==> src/rtl/rtc_cmp.sv <==
module rtc_cmp #(
  parameter int CNT_W = 24,
  parameter int PRE_W = 12,
  parameter int NCMP  = 4,
  parameter int AW    = 12
) (
  input  logic              clk,
  input  logic              rst_n,
  input  logic              lf_tick,
  input  logic [AW-1:0]     bus_addr,
  input  logic              bus_we,
  input  logic [31:0]       bus_wdata,
  output logic [31:0]       bus_rdata,
  output logic              irq,
  output logic [NCMP+1:0]   route_pulse
);
  localparam int NEV = NCMP + 2;
  localparam logic [CNT_W-1:0] PRELOAD = ~CNT_W'(15);
  localparam logic [AW-1:0] A_START = AW'('h000), A_STOP = AW'('h004),
                            A_CLR = AW'('h008), A_FOV = AW'('h00C),
                            A_IESET = AW'('h304), A_IECLR = AW'('h308),
                            A_RE = AW'('h340), A_RESET = AW'('h344),
                            A_RECLR = AW'('h348), A_CNT = AW'('h504),
                            A_PRE = AW'('h508);

  function automatic logic [AW-1:0] flag_addr(input int k);
    return (k < 2) ? AW'('h100 + 4 * k) : AW'('h140 + 4 * (k - 2));
  endfunction

  function automatic logic [AW-1:0] cc_addr(input int n);
    return AW'('h540 + 4 * n);
  endfunction

  function automatic logic [31:0] mask_word(input logic [NEV-1:0] m);
    logic [31:0] w;
    w = '0;
    w[1:0] = m[1:0];
    for (int n = 0; n < NCMP; n++) w[16+n] = m[2+n];
    return w;
  endfunction

  logic                 running;
  logic [PRE_W-1:0]     pre, phase;
  logic [CNT_W-1:0]     cnt, cnt_inc;
  logic [CNT_W-1:0]     cc [NCMP];
  logic [NEV-1:0]       flag, ie, re, ev, route_q, wmask;
  logic                 do_start, do_stop, do_clr, do_fov, advance;

  assign do_start = bus_we && bus_addr == A_START && bus_wdata[0];
  assign do_stop  = bus_we && bus_addr == A_STOP  && bus_wdata[0];
  assign do_clr   = bus_we && bus_addr == A_CLR   && bus_wdata[0];
  assign do_fov   = bus_we && bus_addr == A_FOV   && bus_wdata[0];
  assign advance  = running && lf_tick && phase == pre && !do_clr && !do_fov;
  assign cnt_inc  = cnt + CNT_W'(1);
  assign wmask    = {bus_wdata[16 +: NCMP], bus_wdata[1:0]};

  assign ev[0] = advance;
  assign ev[1] = advance && (&cnt);

  always_ff @(posedge clk) begin
    if (!rst_n) begin
      running <= 1'b0;
      cnt     <= '0;
      phase   <= '0;
      pre     <= '0;
    end else begin
      if (do_start) running <= 1'b1;
      else if (do_stop) running <= 1'b0;
      if (do_clr) begin
        cnt   <= '0;
        phase <= '0;
      end else if (do_fov) begin
        cnt   <= PRELOAD;
      end else if (running && lf_tick) begin
        if (phase == pre) begin
          phase <= '0;
          cnt   <= cnt_inc;
        end else begin
          phase <= phase + PRE_W'(1);
        end
      end
      if (bus_we && bus_addr == A_PRE && !running) pre <= bus_wdata[PRE_W-1:0];
    end
  end

  for (genvar n = 0; n < NCMP; n++) begin : g_cmp
    assign ev[2+n] = advance && cnt_inc == cc[n];
    always_ff @(posedge clk) begin
      if (!rst_n) cc[n] <= '0;
      else if (bus_we && bus_addr == cc_addr(n)) cc[n] <= bus_wdata[CNT_W-1:0];
    end
  end

  for (genvar k = 0; k < NEV; k++) begin : g_flag
    always_ff @(posedge clk) begin
      if (!rst_n) flag[k] <= 1'b0;
      else if (ev[k]) flag[k] <= 1'b1;
      else if (bus_we && bus_addr == flag_addr(k) && !bus_wdata[0]) flag[k] <= 1'b0;
    end
  end

  always_ff @(posedge clk) begin
    if (!rst_n) begin
      ie      <= '0;
      re      <= '0;
      route_q <= '0;
    end else begin
      route_q <= ev & re;
      if (bus_we && bus_addr == A_IESET) ie <= ie | wmask;
      if (bus_we && bus_addr == A_IECLR) ie <= ie & ~wmask;
      if (bus_we && bus_addr == A_RE)    re <= wmask;
      if (bus_we && bus_addr == A_RESET) re <= re | wmask;
      if (bus_we && bus_addr == A_RECLR) re <= re & ~wmask;
    end
  end

  assign irq         = |(flag & ie);
  assign route_pulse = route_q;

  always_comb begin
    bus_rdata = '0;
    case (bus_addr)
      A_CNT:                    bus_rdata[CNT_W-1:0] = cnt;
      A_PRE:                    bus_rdata[PRE_W-1:0] = pre;
      A_IESET, A_IECLR:         bus_rdata = mask_word(ie);
      A_RE, A_RESET, A_RECLR:   bus_rdata = mask_word(re);
      default: ;
    endcase
    for (int n = 0; n < NCMP; n++)
      if (bus_addr == cc_addr(n)) bus_rdata[CNT_W-1:0] = cc[n];
    for (int k = 0; k < NEV; k++)
      if (bus_addr == flag_addr(k)) bus_rdata[0] = flag[k];
  end
endmodule

==> config.mk <==
export PLATFORM = sky130hd
export DESIGN_NAME = rtc_cmp
export DESIGN_NICKNAME = d
export VERILOG_FILES = /design/src/rtl/rtc_cmp.sv
export SDC_FILE = /design/constraint.sdc
export NUM_CORES = 1
export LEC_CHECK = 0
export ABC_CLOCK_PERIOD_IN_PS = 3100
export BUFFER_PORTS_ARGS = -buffer_cell sky130_fd_sc_hd__buf_4
export CAP_MARGIN = 20
export CORE_ASPECT_RATIO = 0.9
export CORE_MARGIN = 2
export CORE_UTILIZATION = 45
export DETAILED_ROUTE_END_ITERATION = 8
export PLACE_DENSITY = 0.61
export SLEW_MARGIN = 20
export SYNTH_ARGS = -nofsm -noshare
export SYNTH_HDL_FRONTEND = slang
export SYNTH_SLANG_ARGS = --single-unit
==> constraint.sdc <==
create_clock -name clk -period 3.1 [get_ports clk]
set_input_delay 0.62 -clock clk [delete_from_list [all_inputs] [get_ports clk]]
set_output_delay 0.62 -clock clk [all_outputs]
set_load 0.02 [all_outputs]
==> impl_metrics.toml <==
[outcome]
outcome = "complete, no violations"

[global_route]
first_global_vias = 9068
met2_usage_pct = 48.7
grt_pass1_wl_mm = 57.6
grtUsageTotal_pct = 31.4
busiest_layer = "met2"
grt_max_degree = 21
use_met3_pct = 6.00
met1_usage_pct = 44.7
antenna_found_initial = 1
grt-ovfl-total = 0

[yosys]
yosysTopAreaCell = "edfxtp_1"
synthArstFlopShare_pct = 0
synth_seq_area_share_pct = 40.9
synth_flop_cell = "edfxtp_1"
syn_avg_cell_area_um2 = 9.50
synthTopCellsByArea = "edfxtp_1 27%, dfxtp_1 14%, xnor2_1 7.0%"
ys_warn_count = 0
synth_top_cell_area_share_pct = 27.1
syn-instance-count = 1118
ys_types = 81
synth-edff-count = 96
synth-seq-cells = 169
syn_area_um2 = 10600

[clock_tree]
numCtsBuffers = 17
cts.sinks = 169
cts.clk_slew.worst_paths_ns = 0.08
clock_path_buffers = 2
ctsHtreeMaxLevel = 4
ctsHoldBuffers = 0
cts_root_buffer = "clkbuf_16"
cts_tree = "done"
clk_latency_ns = 0.45

[routing]
via_per_inst = 6.09
routed-via-count = 9559
wl_per_cell_um = 25.1
wl_mm = 39.4
firstDrtPassIters = 9
ant_nets = 0
remaining_drc_errors = 0
drt_iter0_markers = 1045

[power_and_ir_drop]
pwr-share-clk_pct = 44.4
p_per_area_nw_per_um2 = 392
power.share.combinational_pct = 6.7
power.share.switching_pct = 27.3
power_switching_w = 0.00140
pwr-share-seq_pct = 48.9
peakVddDrop_mv = 0.270
p_leak_nw = 4.93
p_int_w = 0.00371

[floorplanning]
die_area_um2 = 24900
die_x_um = 166
ioPinCount = 87
num_rows = 53
coreArea_um2 = 23300
initial_core_util_pct = 45.6
die_height_um = 150

[worst_setup_path]
r2r_slack_ns = 0.10
cp-startpoint = "bus_addr[5]"
worstSetupStartpointType = "primary input"
worstPathCellList = "buf_4 -> or3_4 -> nor3_1 -> buf_4 -> nand2_1 -> buf_12 -> o21ai_0 -> a21oi_1 -> a221o_1 -> buf_4"
crit_slowest_cell = "or3_4"
ff2ff_path_depth = 8
worstPathArrival_ns = 2.44
r2r_start = "cnt[2]"
path_max_fanout = 18
end_kind = "output port"
crit_type = "primary input to output port"
cp.required_ns = 2.48
path_common_cell = "buf_4"
r2r_end = "route_pulse[2]"
cp_slowest_stage_delay_ns = 0.40

[timing]
fin_crit_sh_pct = 98.6
relSlewSlack_pct = 50.9
fin_skew_ns = 0.0156
tns_ns = 0
maxSlewViolCount = 0
period_needed_ns = 3.06
max_freq_mhz = 327
hold_viol = 0
tightest_slew_ns = 0.731
finalSetupViolations = 0

[run]
maxCapViolCount = 0

[finish]
finish.utilization_pct = 56.0
area_delta_synth_final_pct = 22.7
diodes = 0
drive_above_1_share_pct = 22.4
nets = 1305
stdcell_area_um2 = 13000

[placement]
gp_congestion = 1.00
hpwl_mm = 30.0
numPortBuffers = 70
dpl_cell_area_um2 = 12200

[hold_path]
hold_depth = 2
min_from = "bus_wdata[16]"
hp-class = "primary input to flop"
-- metal layers --
metal,vias to the layer above,routed length (µm)
met5,-,0
met4,0,959
met3,63,3140
met2,422,17500
met1,4688,17700
li1,4386,-
-- flip-flops by register name, indices dropped and copies added, names as in the netlist, named ones only --
| register | cells |
|---|---|
| cc | 96 |
| re | 6 |
| flag | 6 |
| running | 1 |
| cnt | 24 |
| pre | 12 |
| phase | 12 |
| route_pulse | 6 |
-- worst max-delay path: cells and delay by family --
kind | cells | cell delay (ns)
and+or+nand+nor | 3 | 0.65
buffers and inverters | 4 | 0.61
AOI/OAI and AO/OA | 3 | 0.53
-- cells in the final DEF, fill, tap and decap left out, types with 5 or more instances in the layout --
cell type,instances
a211oi_1,13
nand3_1,37
o211ai_1,5
a22oi_1,19
inv_1,17
inv_8,5
xor2_1,34
a221o_1,13
a21oi_1,48
dfxtp_1,73
mux2i_1,16
and2_1,104
nor3_2,6
nor4_1,8
o31ai_1,5
xnor3_1,11
a222oi_1,19
buf_12,9
conb_1,8
or3_1,5
nand4_1,20
and3_1,21
nand2b_1,9
xnor2_1,85
a311oi_1,22
o21ai_0,35
and4_1,7
nor2_1,85
a31oi_1,7
nor3_1,20
edfxtp_1,96
nand2_1,79
buf_4,187
clkbuf_16,18
-- power groups by stage --
| stage | registers (W) | clock network, W | logic, W |
|---|---|---|---|
| 4_1_cts | 0.00250 | 0.00228 | 0.000327 |
| 3_3_place_gp | 0.00255 | 0 | 0.000321 |
| 2_1_floorplan | 0.00252 | 0 | 0.000170 |
| 6_report | 0.00250 | 0.00227 | 0.000342 |
| 5_1_grt | 0.00250 | 0.00235 | 0.000361 |
| 3_5_place_dp | 0.00255 | 0 | 0.000322 |
-- through the flow --
stage	setup slack (ns)	cells	total power (W)	hold slack, ns
detailed placement	-0.0697	1535	0.00287	0.450
finish	0.0445	1570	0.00511	0.406
global placement	-0.0693	1535	0.00287	0.442
floorplan	-0.00388	1125	0.00269	0.419
CTS	-0.00893	1568	0.00510	0.400
global route	-0.00943	1570	0.00522	0.415
-- worst max-delay path by stage --
stage	slack, ns	end	cells past startpoint
2_1_floorplan	-0.004	bus_rdata[17]	10
3_3_place_gp	-0.07	bus_rdata[6]	10
3_5_place_dp	-0.07	bus_rdata[5]	10
4_1_cts	-0.009	bus_rdata[5]	9
5_1_grt	-0.009	bus_rdata[19]	9
6_report	0.04	bus_rdata[10]	10
-- cell type report --
cell class | count | area (µm²)
timing repair buffer | 199 | 1620
tap | 302 | 378
sequential | 169 | 4340
clock buffer | 18 | 450
fill | 2130 | 10200
clock inverter | 14 | 169
multi-input combinational | 848 | 6000
inverter | 20 | 75.1
-- cells in the mapped netlist (16+ instances only) --
cell type	count
and2_1	104
edfxtp_1	96
nor2_1	85
xnor2_1	85
nand2_1	80
dfxtp_1	73
clkbuf_1	59
a21oi_1	49
o21ai_0	40
nand3_1	39
xor2_1	34
nor3_1	27
a311oi_1	23
and3_1	23
nand4_1	20
a222oi_1	19
a22oi_1	19
inv_1	18
mux2i_1	16
-- kinds of logic (layout without fill, tap and decap cells) --
logic type | after synthesis | count (layout) | synth area share [%]
buffers and inverters | 108 | 251 | 4.50
adder cells (fa/ha/maj) | 2 | 2 | 0.236
AO/OA/AOI/OAI | 230 | 230 | 15.7
other | 1 | 8 | 0.0353
AND/OR/NAND/NOR | 458 | 458 | 24.2
flip-flops | 169 | 169 | 40.9
multiplexers | 18 | 18 | 1.83
XOR/XNOR | 132 | 132 | 12.6
-- repair_timing --
item / in CTS / in global routing
gates cloned: 0 / 0
setup buffers: 1 / 2
setup endpoints to repair: 13 / 31
endpoints found under the hold margin: 0 / 0
pin swaps: 2 / 8
gates resized for setup: 6 / 27
(Power assumes the default switching activity.)
